[config.mk]
export PLATFORM = sky130hd
export DESIGN_NAME = uart_tx_cfg
export DESIGN_NICKNAME = d
export VERILOG_FILES = /design/src/rtl/uart_tx_pkg.sv /design/src/rtl/uart_tx_baud.sv /design/src/rtl/uart_tx_fifo.sv /design/src/rtl/uart_tx_shift.sv /design/src/rtl/uart_tx_cfg.sv
export SDC_FILE = /design/constraint.sdc
export NUM_CORES = 1
export LEC_CHECK = 0
export CORE_MARGIN = 2
export CORE_UTILIZATION = 57
export CTS_BUF_LIST = sky130_fd_sc_hd__clkbuf_8 sky130_fd_sc_hd__clkbuf_16
export CTS_CLUSTER_DIAMETER = 60
export DETAILED_ROUTE_END_ITERATION = 8
export GPL_TIMING_DRIVEN = 0
export PLACE_DENSITY = 0.91
export SYNTH_ARGS = -nofsm -noshare
export SYNTH_HDL_FRONTEND = slang
export SYNTH_SLANG_ARGS = --single-unit
[constraint.sdc]
create_clock -name clk -period 3.5 [get_ports clk]
set_input_delay 0.7 -clock clk [delete_from_list [all_inputs] [get_ports clk]]
set_output_delay 0.7 -clock clk [all_outputs]
set_load 0.02 [all_outputs]
[src/rtl/uart_tx_pkg.sv]
package uart_tx_pkg;

  localparam int BRK_BITS = 13;
  localparam int FRAME_W  = BRK_BITS + 1;
  localparam int LEN_W    = $clog2(FRAME_W + 1);
  localparam int OS_SLOW  = 16;
  localparam int OS_FAST  = 4;

  typedef enum logic [1:0] {
    PAR_OFF  = 2'b00,
    PAR_EVEN = 2'b01,
    PAR_ODD  = 2'b10,
    PAR_OFF2 = 2'b11
  } par_t;

  function automatic logic par_on(input par_t p);
    return (p == PAR_EVEN) || (p == PAR_ODD);
  endfunction

  function automatic logic par_bit(input logic [7:0] d, input par_t p);
    return (p == PAR_ODD) ? ~(^d) : (^d);
  endfunction

  function automatic logic [LEN_W-1:0] frame_len(input logic nine, input par_t p,
                                                 input logic two);
    int n;
    n = 1 + (nine ? 9 : 8) + ((!nine && par_on(p)) ? 1 : 0) + (two ? 2 : 1);
    return LEN_W'(n);
  endfunction

  function automatic logic [FRAME_W-1:0] build_frame(input logic [8:0] d, input logic nine,
                                                     input par_t p);
    logic [FRAME_W-1:0] f;
    f    = '1;
    f[0] = 1'b0;
    if (nine) f[9:1] = d;
    else begin
      f[8:1] = d[7:0];
      if (par_on(p)) f[9] = par_bit(d[7:0], p);
    end
    return f;
  endfunction

  function automatic logic [FRAME_W-1:0] break_frame();
    logic [FRAME_W-1:0] f;
    f = '0;
    f[FRAME_W-1] = 1'b1;
    return f;
  endfunction

endpackage

[src/rtl/uart_tx_baud.sv]
module uart_tx_baud #(
  parameter int DIV_W = 16
) (
  input  logic             clk,
  input  logic             rst_n,
  input  logic             run,
  input  logic [DIV_W-1:0] div,
  input  logic             fast,
  output logic             os_tick,
  output logic             bit_end
);
  import uart_tx_pkg::*;

  localparam int OS_W = $clog2(OS_SLOW);

  logic [DIV_W-1:0] div_cnt;
  logic [OS_W-1:0]  os_cnt;
  logic [OS_W-1:0]  os_lim;

  assign os_lim  = fast ? OS_W'(OS_FAST - 1) : OS_W'(OS_SLOW - 1);
  assign os_tick = run && (div_cnt == div);
  assign bit_end = os_tick && (os_cnt == os_lim);

  always_ff @(posedge clk or negedge rst_n) begin
    if (!rst_n) begin
      div_cnt <= '0;
      os_cnt  <= '0;
    end else if (!run) begin
      div_cnt <= '0;
      os_cnt  <= '0;
    end else if (os_tick) begin
      div_cnt <= '0;
      os_cnt  <= (os_cnt == os_lim) ? '0 : os_cnt + 1'b1;
    end else begin
      div_cnt <= div_cnt + 1'b1;
    end
  end
endmodule

[src/rtl/uart_tx_fifo.sv]
module uart_tx_fifo #(
  parameter int W     = 9,
  parameter int DEPTH = 4
) (
  input  logic         clk,
  input  logic         rst_n,
  input  logic         push,
  input  logic [W-1:0] push_data,
  input  logic         pop,
  output logic [W-1:0] head,
  output logic         empty,
  output logic         full,
  output logic [$clog2(DEPTH+1)-1:0] level
);
  localparam int AW = (DEPTH > 1) ? $clog2(DEPTH) : 1;
  localparam int CW = $clog2(DEPTH + 1);

  logic [W-1:0]  mem [DEPTH];
  logic [AW-1:0] wr_ptr, rd_ptr;
  logic [CW-1:0] count;
  logic          do_push, do_pop;

  assign full    = (count == CW'(DEPTH));
  assign empty   = (count == '0);
  assign level   = count;
  assign head    = mem[rd_ptr];
  assign do_push = push && !full;
  assign do_pop  = pop && !empty;

  function automatic logic [AW-1:0] next_ptr(input logic [AW-1:0] p);
    return (p == AW'(DEPTH - 1)) ? '0 : p + 1'b1;
  endfunction

  always_ff @(posedge clk) begin
    if (do_push) mem[wr_ptr] <= push_data;
  end

  always_ff @(posedge clk or negedge rst_n) begin
    if (!rst_n) begin
      wr_ptr <= '0;
      rd_ptr <= '0;
      count  <= '0;
    end else begin
      if (do_push) wr_ptr <= next_ptr(wr_ptr);
      if (do_pop)  rd_ptr <= next_ptr(rd_ptr);
      count <= count + CW'(do_push) - CW'(do_pop);
    end
  end
endmodule

[src/rtl/uart_tx_shift.sv]
module uart_tx_shift #(
  parameter int DIV_W  = 16,
  parameter int DATA_W = 9
) (
  input  logic              clk,
  input  logic              rst_n,
  input  logic              bit_end,
  input  logic              q_empty,
  input  logic [DATA_W-1:0] q_head,
  input  logic [DIV_W-1:0]  cfg_div,
  input  logic              cfg_fast,
  input  logic              cfg_nine,
  input  logic [1:0]        cfg_par,
  input  logic              cfg_two_stop,
  input  logic              cfg_fc_en,
  input  logic              cts_n,
  input  logic              brk_req,
  output logic              pop,
  output logic              load_evt,
  output logic              active,
  output logic              brk_pend,
  output logic              ser_line,
  output logic [DIV_W-1:0]  cur_div,
  output logic              cur_fast
);
  import uart_tx_pkg::*;

  logic [FRAME_W-1:0] shreg;
  logic [LEN_W-1:0]   len, bit_cnt;
  logic               data_go;
  logic [8:0]         word;

  assign word     = 9'(q_head);
  assign data_go  = !active && !brk_pend && !q_empty && (!cfg_fc_en || !cts_n);
  assign pop      = data_go;
  assign load_evt = !active && (brk_pend || data_go);
  assign ser_line = active ? shreg[0] : 1'b1;

  always_ff @(posedge clk or negedge rst_n) begin
    if (!rst_n) begin
      active   <= 1'b0;
      brk_pend <= 1'b0;
      shreg    <= '1;
      len      <= '0;
      bit_cnt  <= '0;
      cur_div  <= '0;
      cur_fast <= 1'b0;
    end else begin
      if (brk_req) brk_pend <= 1'b1;
      if (load_evt) begin
        active   <= 1'b1;
        bit_cnt  <= '0;
        cur_div  <= cfg_div;
        cur_fast <= cfg_fast;
        if (brk_pend) begin
          shreg    <= break_frame();
          len      <= LEN_W'(FRAME_W);
          brk_pend <= 1'b0;
        end else begin
          shreg <= build_frame(word, cfg_nine, par_t'(cfg_par));
          len   <= frame_len(cfg_nine, par_t'(cfg_par), cfg_two_stop);
        end
      end else if (active && bit_end) begin
        if (bit_cnt == len - 1'b1) begin
          active <= 1'b0;
          shreg  <= '1;
        end else begin
          shreg   <= {1'b1, shreg[FRAME_W-1:1]};
          bit_cnt <= bit_cnt + 1'b1;
        end
      end
    end
  end
endmodule

[src/rtl/uart_tx_cfg.sv]
module uart_tx_cfg #(
  parameter int DIV_W  = 16,
  parameter int DEPTH  = 4,
  parameter int DATA_W = 9
) (
  input  logic              clk,
  input  logic              rst_n,
  input  logic [DIV_W-1:0]  cfg_div,
  input  logic              cfg_fast,
  input  logic              cfg_nine,
  input  logic [1:0]        cfg_par,
  input  logic              cfg_two_stop,
  input  logic              cfg_fc_en,
  input  logic              cts_n,
  input  logic              brk_req,
  input  logic              loop_en,
  input  logic              wr_en,
  input  logic [DATA_W-1:0] wr_data,
  output logic              tx_line,
  output logic              loop_line,
  output logic              tx_irq,
  output logic              tx_done,
  output logic              full
);
  localparam int LVL_W = $clog2(DEPTH + 1);

  logic              os_tick, bit_end;
  logic              pop, load_evt, active, brk_pend, ser_line;
  logic              fifo_empty;
  logic [DATA_W-1:0] fifo_head;
  logic [LVL_W-1:0]  fifo_level;
  logic [DIV_W-1:0]  cur_div;
  logic              cur_fast;

  uart_tx_fifo #(.W(DATA_W), .DEPTH(DEPTH)) fifo_i (
    .clk(clk), .rst_n(rst_n), .push(wr_en), .push_data(wr_data), .pop(pop),
    .head(fifo_head), .empty(fifo_empty), .full(full), .level(fifo_level)
  );

  uart_tx_baud #(.DIV_W(DIV_W)) baud_i (
    .clk(clk), .rst_n(rst_n), .run(active), .div(cur_div), .fast(cur_fast),
    .os_tick(os_tick), .bit_end(bit_end)
  );

  uart_tx_shift #(.DIV_W(DIV_W), .DATA_W(DATA_W)) shift_i (
    .clk(clk), .rst_n(rst_n), .bit_end(bit_end), .q_empty(fifo_empty), .q_head(fifo_head),
    .cfg_div(cfg_div), .cfg_fast(cfg_fast), .cfg_nine(cfg_nine), .cfg_par(cfg_par),
    .cfg_two_stop(cfg_two_stop), .cfg_fc_en(cfg_fc_en), .cts_n(cts_n), .brk_req(brk_req),
    .pop(pop), .load_evt(load_evt), .active(active), .brk_pend(brk_pend),
    .ser_line(ser_line), .cur_div(cur_div), .cur_fast(cur_fast)
  );

  assign tx_line   = loop_en ? 1'b1 : ser_line;
  assign loop_line = loop_en ? ser_line : 1'b1;
  assign tx_irq    = !full;
  assign tx_done   = !active && !brk_pend && fifo_empty;
endmodule

### Yosys cells after proc, flatten, opt, wreduce, memory -nomap -nowiden

Memories as Yosys holds them, arrays and structs flattened.
Index checks and enable logic that the tools add are counted.

* bits in registers: 68
* RAM bits: 36
* logic and storage cells: 95
* bits of input ports: 37
* memories: 1
* bits in latches: 0
* output and inout bits: 5
* ROM bits: 0

* shift-type cells: 0
* bitwise gates (word level): 1
* reduce and logical (&&, ||, !) cells: 27
* add/subtract/negate cells: 11
* mux-type cells: 33
* multiply operators: 0
* divide/modulo/power cells: 0
* magnitude comparators: 0
* equality and inequality tests: 10

Memory list
* fifo_i.mem: depth 4, bits a word 9, rd ports 1, clocked after memory_dff 0, write ports 1, RTL line uart_tx_fifo.sv:18 `logic [W-1:0] mem [DEPTH];`

Operators by type and width (count)
* 16-bit two-way mux: 2
* 4-bit two-way mux: 8
* 14-bit two-way mux: 2
* 13-bit two-way mux: 2
* 16-bit by 1-bit adder with 16-bit output, second input constant: 1
* 16-bit equality test: 1
* 1-bit two-way mux: 15
* 1-bit logical AND: 11
* 9-bit two-way mux: 1
* 4-bit by 1-bit adder with 4-bit output, second input constant: 2
* 4-bit adder: 2
* 4-bit equality test: 2
* 8-bit parity: 1
* 1-bit logical NOT: 7
* 2-bit equality test, second input constant: 3
* 2-bit two-way mux: 3
* 2-bit by 1-bit adder with 2-bit output, second input constant: 2
* 2-bit by 4-bit adder with 4-bit output, first input constant: 1
* 2-bit inequality test, second input constant: 2
* 2-bit AND reduction: 2
* 2-bit nonzero test: 2
* 4-bit by 1-bit subtractor with 4-bit output, second input constant: 1
* 3-bit by 1-bit adder with 3-bit output: 1
* 3-bit equality test, second input constant: 1
* other kinds (5): 7

### Longest topological paths before layout

Gate-level depths: netlist of run 1.

* word-level depth: 8
* depth in mapped cells: 10

### Hierarchy

From an unflattened synthesis of run 1, not the netlist that was laid out.

* cell total of the unflattened synthesis: 400
* area total of the unflattened synthesis: 5091.1 um^2

Modules (own cells, without submodules)
* uart_tx_shift: cells each 194, instances 1, area an instance 2177.1 um^2, sequential area each 1017.2 um^2
* uart_tx_fifo: cells each 86, instances 1, area an instance 1764.2 um^2, sequential area each 1256.2 um^2
* uart_tx_baud: cells each 116, instances 1, area an instance 1126.1 um^2, sequential area each 500.5 um^2
* uart_tx_cfg: cells each 4, instances 1, area an instance 23.8 um^2, sequential area each 0.0 um^2

### Least setup slack after synthesis of run 1

Ideal clock, no wire load.

* kind: input to register
* start point: input cfg_fc_en
* end point: register fifo_i.count[2], in the netlist fifo_i.level[2]
* arrival time: 2.851 ns
* buffers on the path: 1
* slack: 0.526 ns
* library setup time: 0.123 ns
* stages: 9
* cell sequence: a21oi_1 nor3b_1 clkbuf_1 ha_1 inv_1 ha_1 fa_1 xor2_1 xnor2_1

* longest elaborated chain between the ends: 5

Ends and longest elaborated chain
* start: declaration: RTL line uart_tx_cfg.sv:13 `input logic cfg_fc_en,`
* 1-bit logical NOT: RTL line uart_tx_shift.sv:34 `assign data_go = !active && !brk_pend && !q_empty && (!cfg_fc_en || !cts_n);`
* 1-bit logical OR: RTL line uart_tx_shift.sv:34
* 1-bit logical AND: RTL line uart_tx_shift.sv:34
* 1-bit logical AND: RTL line uart_tx_fifo.sv:28 `assign do_pop = pop && !empty;`
* net fifo_i.do_pop: RTL line uart_tx_fifo.sv:21 `logic do_push, do_pop;`
* 3-bit by 1-bit subtractor with 3-bit output: RTL line uart_tx_fifo.sv:46 `count <= count + CW'(do_push) - CW'(do_pop);`
* end signal: assignment: RTL line uart_tx_fifo.sv:46
* end: declaration: RTL line uart_tx_fifo.sv:20 `logic [CW-1:0] count;`

The timed path passes the listed nets, and every way through them passes these cells.
A chain may end at the register's enable or synchronous reset.

### Final worst setup path of run 1

Same ends and word-level chain as after synthesis.

==> results of run 1 <==
## power breakdown
part           switching, W  total [W]  internal (W)
Combinational      0.000322   0.000623      0.000300
Sequential         0.000127    0.00158       0.00146
Clock              0.000435   0.000712      0.000276
Total              0.000885    0.00292       0.00203
## per-layer routing
layer,share of wire,vias up,track usage
li1,-,1536,-
met1,0.41,1582,0.2570
met2,0.52,82,0.3856
met3,0.047,14,0.05613
met4,0.017,0,0.06522
met5,0,-,0
## cell families (layout without fill, tap and decap cells)
family	count (synthesis)	after routing
compound gates	49	49
simple gates	163	163
xor+xnor	44	44
buf+inv	35	92
fa+ha+maj	14	14
flops	103	103
mux	14	14
## stage by stage
step / hold WS, ns / setup slack [ns] / instance area (um2) / utilization / setup TNS, ns
3_3_place_gp: 0.4578 / -0.3931 / 5285 / 0.6497 / -21.57
5_1_grt: 0.4820 / 0.01320 / 5474 / 0.6730 / 0
2_1_floorplan: 0.4044 / 0.5259 / 4743 / - / 0
3_5_place_dp: 0.4662 / -0.3274 / 5283 / 0.6494 / -0.5095
4_1_cts: 0.4485 / 0.05537 / 5469 / 0.6724 / 0
6_report: 0.4218 / 0.2492 / 5474 / 0.6730 / 0
## flip-flops by register name, summed over array words and instances, names as in the netlist
signal and cells:
shift_i.active 1, shift_i.bit_cnt 4, fifo_i.level 3, fifo_i.wr_ptr 2
fifo_i.rd_ptr 2, shift_i.cur_fast 1, baud_i.div_cnt 16, fifo_i.mem 36
shift_i.len 4, shift_i.cur_div 16, shift_i.shreg 13, baud_i.os_cnt 4
shift_i.brk_pend 1
## worst paths after layout
path,slack [ns],startpoint,depth (start not counted),endpoint
worst max-delay path,0.25,cfg_fc_en,10,fifo_i.level[2]
worst min-delay path,0.42,rst_n,1,baud_i.os_cnt[2]
worst max register to register,0.37,fifo_i.level[2],10,fifo_i.level[2]
worst min register to register,0.49,shift_i.shreg[0],2,shift_i.shreg[0]
max in group asynchronous,2.54,rst_n,1,shift_i.cur_div[1]
min in group clk,0.49,shift_i.shreg[0],2,shift_i.shreg[0]
## area by class of cell
| class | instances | area, um2 | share of cell area |
|---|---|---|---|
| multi-input combinational | 284 | 1838 | 0.3358 |
| tap | 105 | 131.4 | 0.02400 |
| inverter | 20 | 75.07 | 0.01371 |
| clock inverter | 7 | 62.56 | 0.01143 |
| buffer | 15 | 61.31 | 0.01120 |
| timing repair buffer | 41 | 407.9 | 0.07451 |
| sequential | 103 | 2774 | 0.5067 |
| clock buffer | 9 | 123.9 | 0.02263 |
## critical path: cells and delay by family
kind / cells / cell delay [ns]
adders and majority gates: 3 / 0.76
xor gates and xnor gates: 2 / 0.28
and+or+nand+nor: 1 / 0.48
buffers and inverters: 3 / 0.83
AOI/OAI and AO/OA: 1 / 0.44
## cell usage in the layout (no fill, tap or decap), types with 5 or more instances in the layout
| master | count |
|---|---|
| nand2_1 | 74 |
| dfrtp_1 | 54 |
| nor2_1 | 40 |
| clkdlybuf4s50_1 | 40 |
| edfxtp_1 | 36 |
| xor2_1 | 26 |
| a21oi_1 | 23 |
| o21ai_0 | 21 |
| inv_1 | 20 |
| xnor2_1 | 17 |
| clkbuf_1 | 13 |
| dfstp_2 | 13 |
| ha_1 | 12 |
| nand3_1 | 10 |
| mux4_2 | 9 |
| clkbuf_8 | 9 |
| nor4_1 | 6 |
| or3_1 | 6 |
| nor3_1 | 5 |
| and3_1 | 5 |
## timing repair
item,4_1_cts,5_1_grt
buffers inserted,0,0
resized for setup,0,1
hold buffers,0,0
setup endpoints to repair,0,2
==> impl_metrics.ini, run 1 <==
[run_status]
status = complete, no violations

[cells_and_area]
nFillCells = 588
area_growth_pct = 15.40
fin_cells = 584
finalNetCount = 525
final_layout_size_suffix_gt1_frac = 0.09603
antenna_cells = 0

[floorplanning]
num_io_pins = 42
dieHeight_um = 95.22
die_width_um = 95.22
std_cell_rows = 33
die_area_um2 = 9067
fp.coreArea_um2 = 8134
start_util = 0.5831

[place]
dp_hpwl_um = 6372
place_congestion = 0.8632
port_buffers = 41
dp.cells = 568

[synth]
synth_common_cells = 74 x nand2_1, 54 x dfrtp_1, 40 x nor2_1
synth.largest_area_cell = dfrtp_1
ys_ff_latch = 103
yosys-mux-area-fraction = 0.05408
yosysUniqueCellTypes = 39
yosys.area_share.simple = 0.1533
synth-edff-count = 36
yosysWarnings = 0
netlist.area_leader.share = 0.2849
avgSynthCellArea_um2 = 11.24
ys_seq_area_frac = 0.5848
post-synth-top-count-cell = nand2_1
syn-num-nets = 473
synth_compound_area_frac = 0.05487
syn_inst = 422
synth_xor_area_frac = 0.08415
synth-adder-area-share = 0.04009
synth_area_leaders = dfrtp_1 28%, edfxtp_1 23%, dfstp_2 7.2%
async_flop_share = 0.6505
synth-main-ff-cell = dfrtp_1
synth_top_family_by_area = simple AND/OR/NAND/NOR gates
syn_area_um2 = 4743

[worst_setup_path]
end_kind = flip-flop
cp_max_fo = 10
start_kind = input port
cp_slowest_cell = nor3b_2
crit_chain = clkdlybuf4s50_1 > a21oi_1 > nor3b_2 > clkbuf_1 > ha_1 > inv_1 > ha_1 > fa_1 > xor2_1 > xnor2_1
cpPeakStageDelay_ns = 0.48
crit_path_frequent_cell = ha_1
worstPathRequired_ns = 3.76
cp.arrival_ns = 3.51
crit_type = in -> reg

[sta]
fmax_mhz = 307.6
relSlewSlack = 0.4442
drv_slew = 0
setup_viol = 0
finalCriticalPeriod_ns = 3.251
rsz0062_at_grt = false
tightest_slew_ns = 0.8337
clock_skew_ns = 0.007366
final_hold_viol_count = 0
fin_crit_sh = 0.9288

[global_route]
grt_usage = 0.2163
grt_max_degree = 68
grt_pass1_vias = 3307
antenna_found_initial = 0
grt_first_pass_wirelength_um = 14990
overflow = 0

[detailed_routing]
routed_wl_um = 8830
route.detailed.drc = 0
via_per_inst = 5.503
drt_pass1_iterations = 5
postRouteAntennaNets = 0
drtIter0Drc = 144
wl_per_cell_um = 15.12
route.vias.total = 3214

[cts]
cts_tree = done
clock_insertion_delay_worst_skew_ns = 0.37
clock-sinks = 103
clock_path_buffers = 2
path_clk_slew_ns = 0.10
numCtsBuffers = 9
cts_htree_levels = 3
cts-root-buf = clkbuf_8

[hold_path]
hold_class = in -> async

[power]
power.density_nw_per_um2 = 532.8
total_power_w = 0.002916
max-vdd-ir-drop_uv = 489.6
leakage_nw = 2.287

[flow_run]
cap_violations = 0
No activity file was read; power rests on OpenSTA's default activity.
==> inputs of run 2 (changes only) <==
Settings changed: GPL_TIMING_DRIVEN 0 to default.
==> run 2 against run 1 <==
Net effect:
- core utilization is 0.15 points higher
- die area is the same
- via count down 0.22%
- global-route usage grew 0.67 points
- worst hold slack improved by 0.061 ns
- clock power up 7.7%
- clock skew hardly changed
- power is 2.5% higher
- combinational power rose by 2%
- fmax grew 16%
==> impl_metrics.ini, run 2 (synthesized netlist as in run 1, its figures left out) <==
[cells_and_area]
antenna_cells = 0
layout_commonest_cell = nand2_1
final_layout_size_suffix_gt1_frac = 0.1102
layout_common_cells = 74 x nand2_1, 54 x dfrtp_1, 40 x nor2_1, 40 x clkdlybuf4s50_1, 36 x edfxtp_1
reg_top3 = fifo_i.mem x36, baud_i.div_cnt x16, shift_i.cur_div x16
area_growth_pct = 15.67
finalNetCount = 518
largest_register_ffs = 36
regMostFlops = fifo_i.mem
final_core_utilization = 0.6745

[detailed_routing]
routed_wl_um = 9215
drt_pass1_iterations = 4
drtIter0Drc = 190
route.vias.total = 3207
route.detailed.drc = 0
postRouteAntennaNets = 0
wl_per_cell_um = 15.97
via_per_inst = 5.558

[power]
power.density_nw_per_um2 = 544.7
switching_share = 0.2972
power_switching_w = 0.0008882
combPwrFrac = 0.212
pwr-share-clk = 0.257
seqPwrFrac = 0.531
internal_power_w = 0.002100
total_power_w = 0.002988
max-vdd-ir-drop_uv = 318.3
leakage_nw = 2.314

[worst_setup_path]
cp_max_fo = 3
end_kind = primary output
start_kind = flip-flop
cpPeakStageDelay_ns = 0.63
worstPathRequired_ns = 2.80
cp.arrival_ns = 2.11
crit_chain = nor3_1 > nor3b_1 > clkdlybuf4s50_1
crit_type = reg -> out
cp_slowest_cell = clkdlybuf4s50_1

[sta]
drv_slew = 0
fin_crit_sh = 0.8037
setup_viol = 0
relSlewSlack = 0.1739
finalCriticalPeriod_ns = 2.813
fin_tns_setup_ns = 0
final_hold_viol_count = 0
clock_skew_ns = 0.007764
fmax_mhz = 355.5
tightest_slew_ns = 1.226
rsz0062_at_grt = false

[cts]
post_cts_resized = 0
path_clk_slew_ns = 0.10
cts_htree_levels = 3
clock_insertion_delay_worst_skew_ns = 0.38
clock_path_buffers = 2
clock-sinks = 103
cts-root-buf = clkbuf_8
postCtsSetupBuffers = 0
postCtsHoldBufs = 0
cts_tree = done
numCtsBuffers = 9

[floorplanning]
start_util = 0.5831
num_io_pins = 42
die_width_um = 95.22
dieHeight_um = 95.22
std_cell_rows = 33
fp.coreArea_um2 = 8134
die_area_um2 = 9067

[global_route]
antenna_found_initial = 0
grt_max_degree = 47
grt_pass1_vias = 3308
grt_first_pass_wirelength_um = 15350
grt_usage = 0.2231
overflow = 0

[place]
dp_hpwl_um = 6376
port_buffers = 41
place_congestion = 0.8578

[flow_run]
cap_violations = 0

[hold_path]
hold_class = reg -> reg

[run_status]
status = complete, no violations
run 2: changes by cell type in the layout (fill, tap and decap cells not counted), sizes merged:
cell      change
buf           +6
bufinv        +1
clkbuf       -13
clkinv        +1
clkinvlp      -1
inv           -1
run 2: metrics by stage:
stage	worst slack [ns]	hold slack, ns	instances	instance area (um2)
floorplan	0.5259	0.4044	422	4743
global placement	0.6930	0.4592	561	5283
detailed placement	0.6464	0.4659	561	5283
CTS	0.7042	0.4800	577	5487
global route	0.5673	0.4984	577	5487
finish	0.6869	0.4826	577	5487
run 2: power by group through the flow:
stage | logic [W] | clock network, W | registers, W
2_1_floorplan | 0.000443 | 0 | 0.00157
3_3_place_gp | 0.000604 | 0 | 0.00159
4_1_cts | 0.000646 | 0.000778 | 0.00159
6_report | 0.000634 | 0.000767 | 0.00159
3_5_place_dp | 0.000640 | 0 | 0.00161
5_1_grt | 0.000718 | 0.000822 | 0.00161
run 2: final cells by class:
class,count,area [um2]
sequential,103,2774
fill,576,2648
multi-input combinational,284,1837
timing repair buffer,49,465.4
tap,105,131.4
clock buffer,9,123.9
clock inverter,7,80.08
inverter,20,75.07
run 2: path summary, 6_finish.rpt:
kind                                    start                 end  slack [ns]  cells after the start
min in group asynchronous               rst_n      shift_i.active        0.49                      1
max                           fifo_i.level[1]             tx_done        0.69                      3
max in group asynchronous               rst_n    shift_i.shreg[3]        2.20                      2
min                         shift_i.shreg[11]   shift_i.shreg[10]        0.48                      2
min reg2reg                 shift_i.shreg[11]   shift_i.shreg[10]        0.48                      2
max reg2reg                baud_i.div_cnt[13]  shift_i.bit_cnt[3]        0.75                      7
run 2: worst max-delay path, delay by kind of cell, from the launching register on:
| kind | cells | cell delay (ns) |
|---|---|---|
| and+or+nand+nor | 2 | 0.68 |
| buffers and inverters | 1 | 0.63 |
| DFF | 1 | 0.43 |
run 2: per-layer routing:
metal	share of wire	global-route usage
met1	0.42	0.2713
met2	0.52	0.3903
met3	0.045	0.05217
met4	0.016	0.07729
met5	0	0
==> inputs of run 3 (changes only) <==
Settings changed: CORE_UTILIZATION 57 to 52, PLACE_DENSITY 0.91 to 0.88.
Clock period 3.5 ns to 2.5 ns, I/O delays scaled along.
==> run 3 against run 2 <==
Net effect:
- sequential share of layout area fell by 0.87 points
- final area increased by 1.8%
- die area is 9.2% higher
- largest power group unchanged
- clock power grew 43%
- setup slack worse by 0.59 ns
- sequential cell count is the same
- critical path type unchanged
- global-route usage shrank 2.2 points
- worst hold slack worse by 0.30 ns
- via count down 0.44%
- non-clock buffer count up 8
==> impl_metrics.ini, run 3 (synthesized netlist as in run 1, its figures left out) <==
[run_status]
status = complete, no violations

[worst_setup_path]
start_kind = flip-flop
cp.arrival_ns = 1.90
crit-reg2reg-launch = baud_i.div_cnt[12]
crit_start = shift_i.active
end_kind = primary output
worstPathRequired_ns = 2.00
crit_type = reg -> out
cp_max_fo = 8

[detailed_routing]
wl_per_cell_um = 15.64
via_per_inst = 5.430
route.vias.total = 3193
route.detailed.drc = 0
routed_wl_um = 9197
drtIter0Drc = 132
drt_pass1_iterations = 4
postRouteAntennaNets = 0

[power]
internal_power_w = 0.002958
power_switching_w = 0.001267
power.density_nw_per_um2 = 756.1
max-vdd-ir-drop_uv = 533.6
leakage_nw = 2.378
total_power_w = 0.004225
pwr-share-clk = 0.259
switching_share = 0.3000
combPwrFrac = 0.214
seqPwrFrac = 0.527

[floorplanning]
num_io_pins = 42
std_cell_rows = 34
die_area_um2 = 9901
die_width_um = 99.51
fp.coreArea_um2 = 8763
start_util = 0.5413
dieHeight_um = 99.51

[cts]
clock-sinks = 103
numCtsBuffers = 9
cts_htree_levels = 3
clock_insertion_delay_worst_skew_ns = 0.38
postCtsHoldBufs = 0
post_cts_resized = 0
cts-root-buf = clkbuf_8
postCtsSetupBuffers = 0
cts_tree = done
clock_path_buffers = 2
path_clk_slew_ns = 0.10

[place]
port_buffers = 41
place_congestion = 0.8087
dp.cells = 572
dp_hpwl_um = 6531

[cells_and_area]
antenna_cells = 0
final_core_utilization = 0.6376
layout_commonest_cell = nand2_1
area_growth_pct = 17.81
regMostFlops = fifo_i.mem
nFillCells = 650
layout_common_cells = 74 x nand2_1, 52 x dfrtp_1, 40 x nor2_1
final_layout_size_suffix_gt1_frac = 0.1396
finalNetCount = 526
largest_register_ffs = 36
reg_top3 = fifo_i.mem x36, baud_i.div_cnt x16, shift_i.cur_div x16
fin_cells = 588

[hold_path]
hold_class = in -> async

[global_route]
grt_max_degree = 36
grt_pass1_vias = 3283
grt_usage = 0.2007
grt_first_pass_wirelength_um = 15530
antenna_found_initial = 0
overflow = 0

[flow_run]
cap_violations = 0

[sta]
finalCriticalPeriod_ns = 2.405
fin_crit_sh = 0.9618
setup_viol = 0
clock_skew_ns = 0.01317
final_hold_viol_count = 0
rsz0062_at_grt = false
drv_slew = 0
tightest_slew_ns = 0.7461
relSlewSlack = 0.5026
fmax_mhz = 415.9
[run 3: power by group through the flow]
stage | clock network [W] | logic, W | registers [W]
6_report | 0.00110 | 0.000903 | 0.00223
5_1_grt | 0.00117 | 0.00101 | 0.00226
4_1_cts | 0.00111 | 0.000912 | 0.00222
3_5_place_dp | 0 | 0.000906 | 0.00225
3_3_place_gp | 0 | 0.000850 | 0.00223
2_1_floorplan | 0 | 0.000623 | 0.00220
[run 3: per-stage QoR]
step / hold slack (ns) / instance area, um2 / setup TNS, ns / setup slack [ns]
after floorplan: 0.2044 / 4756 / 0 / 0.007453
after global placement: 0.4584 / 5358 / 0 / 0.05133
after detailed placement: 0.4680 / 5358 / -0.005499 / -0.005499
after CTS: 0.1941 / 5568 / 0 / 0.009296
after global routing: 0.2269 / 5588 / 0 / 0.01880
final: 0.1800 / 5588 / 0 / 0.09540
[run 3: path summary, 6_finish.rpt]
check	end	slack, ns	cells after the start
worst max-delay path	tx_line	0.1	3
min in group clk	shift_i.shreg[10]	0.48	2
worst min register to register	shift_i.shreg[10]	0.48	2
worst min-delay path	baud_i.os_cnt[0]	0.18	1
max in group asynchronous	shift_i.cur_div[4]	1.61	2
worst max register to register	shift_i.bit_cnt[3]	0.18	6
[run 3: cell type report]
cell class | instances | area (um2) | area share
Tap cell | 108 | 135.1 | 0.02418
Timing Repair Buffer | 57 | 528.0 | 0.09449
Inverter | 20 | 75.07 | 0.01343
Clock buffer | 9 | 123.9 | 0.02217
Multi-Input combinational cell | 284 | 1863 | 0.3334
Sequential cell | 103 | 2776 | 0.4969
Clock inverter | 7 | 86.33 | 0.01545
[run 3: critical path: stages (launching register included)]
cell             delay [ns]
dfrtp_2                0.43
inv_1                  0.16
or3_1                  0.39
clkdlybuf4s50_1        0.54
[run 3: routing by layer]
layer / vias to the layer above / global-route usage / share of wire
met5: - / 0 / 0
met4: 0 / 0.07165 / 0.021
met3: 16 / 0.05833 / 0.045
met2: 72 / 0.3451 / 0.52
met1: 1566 / 0.2421 / 0.42
li1: 1539 / - / -
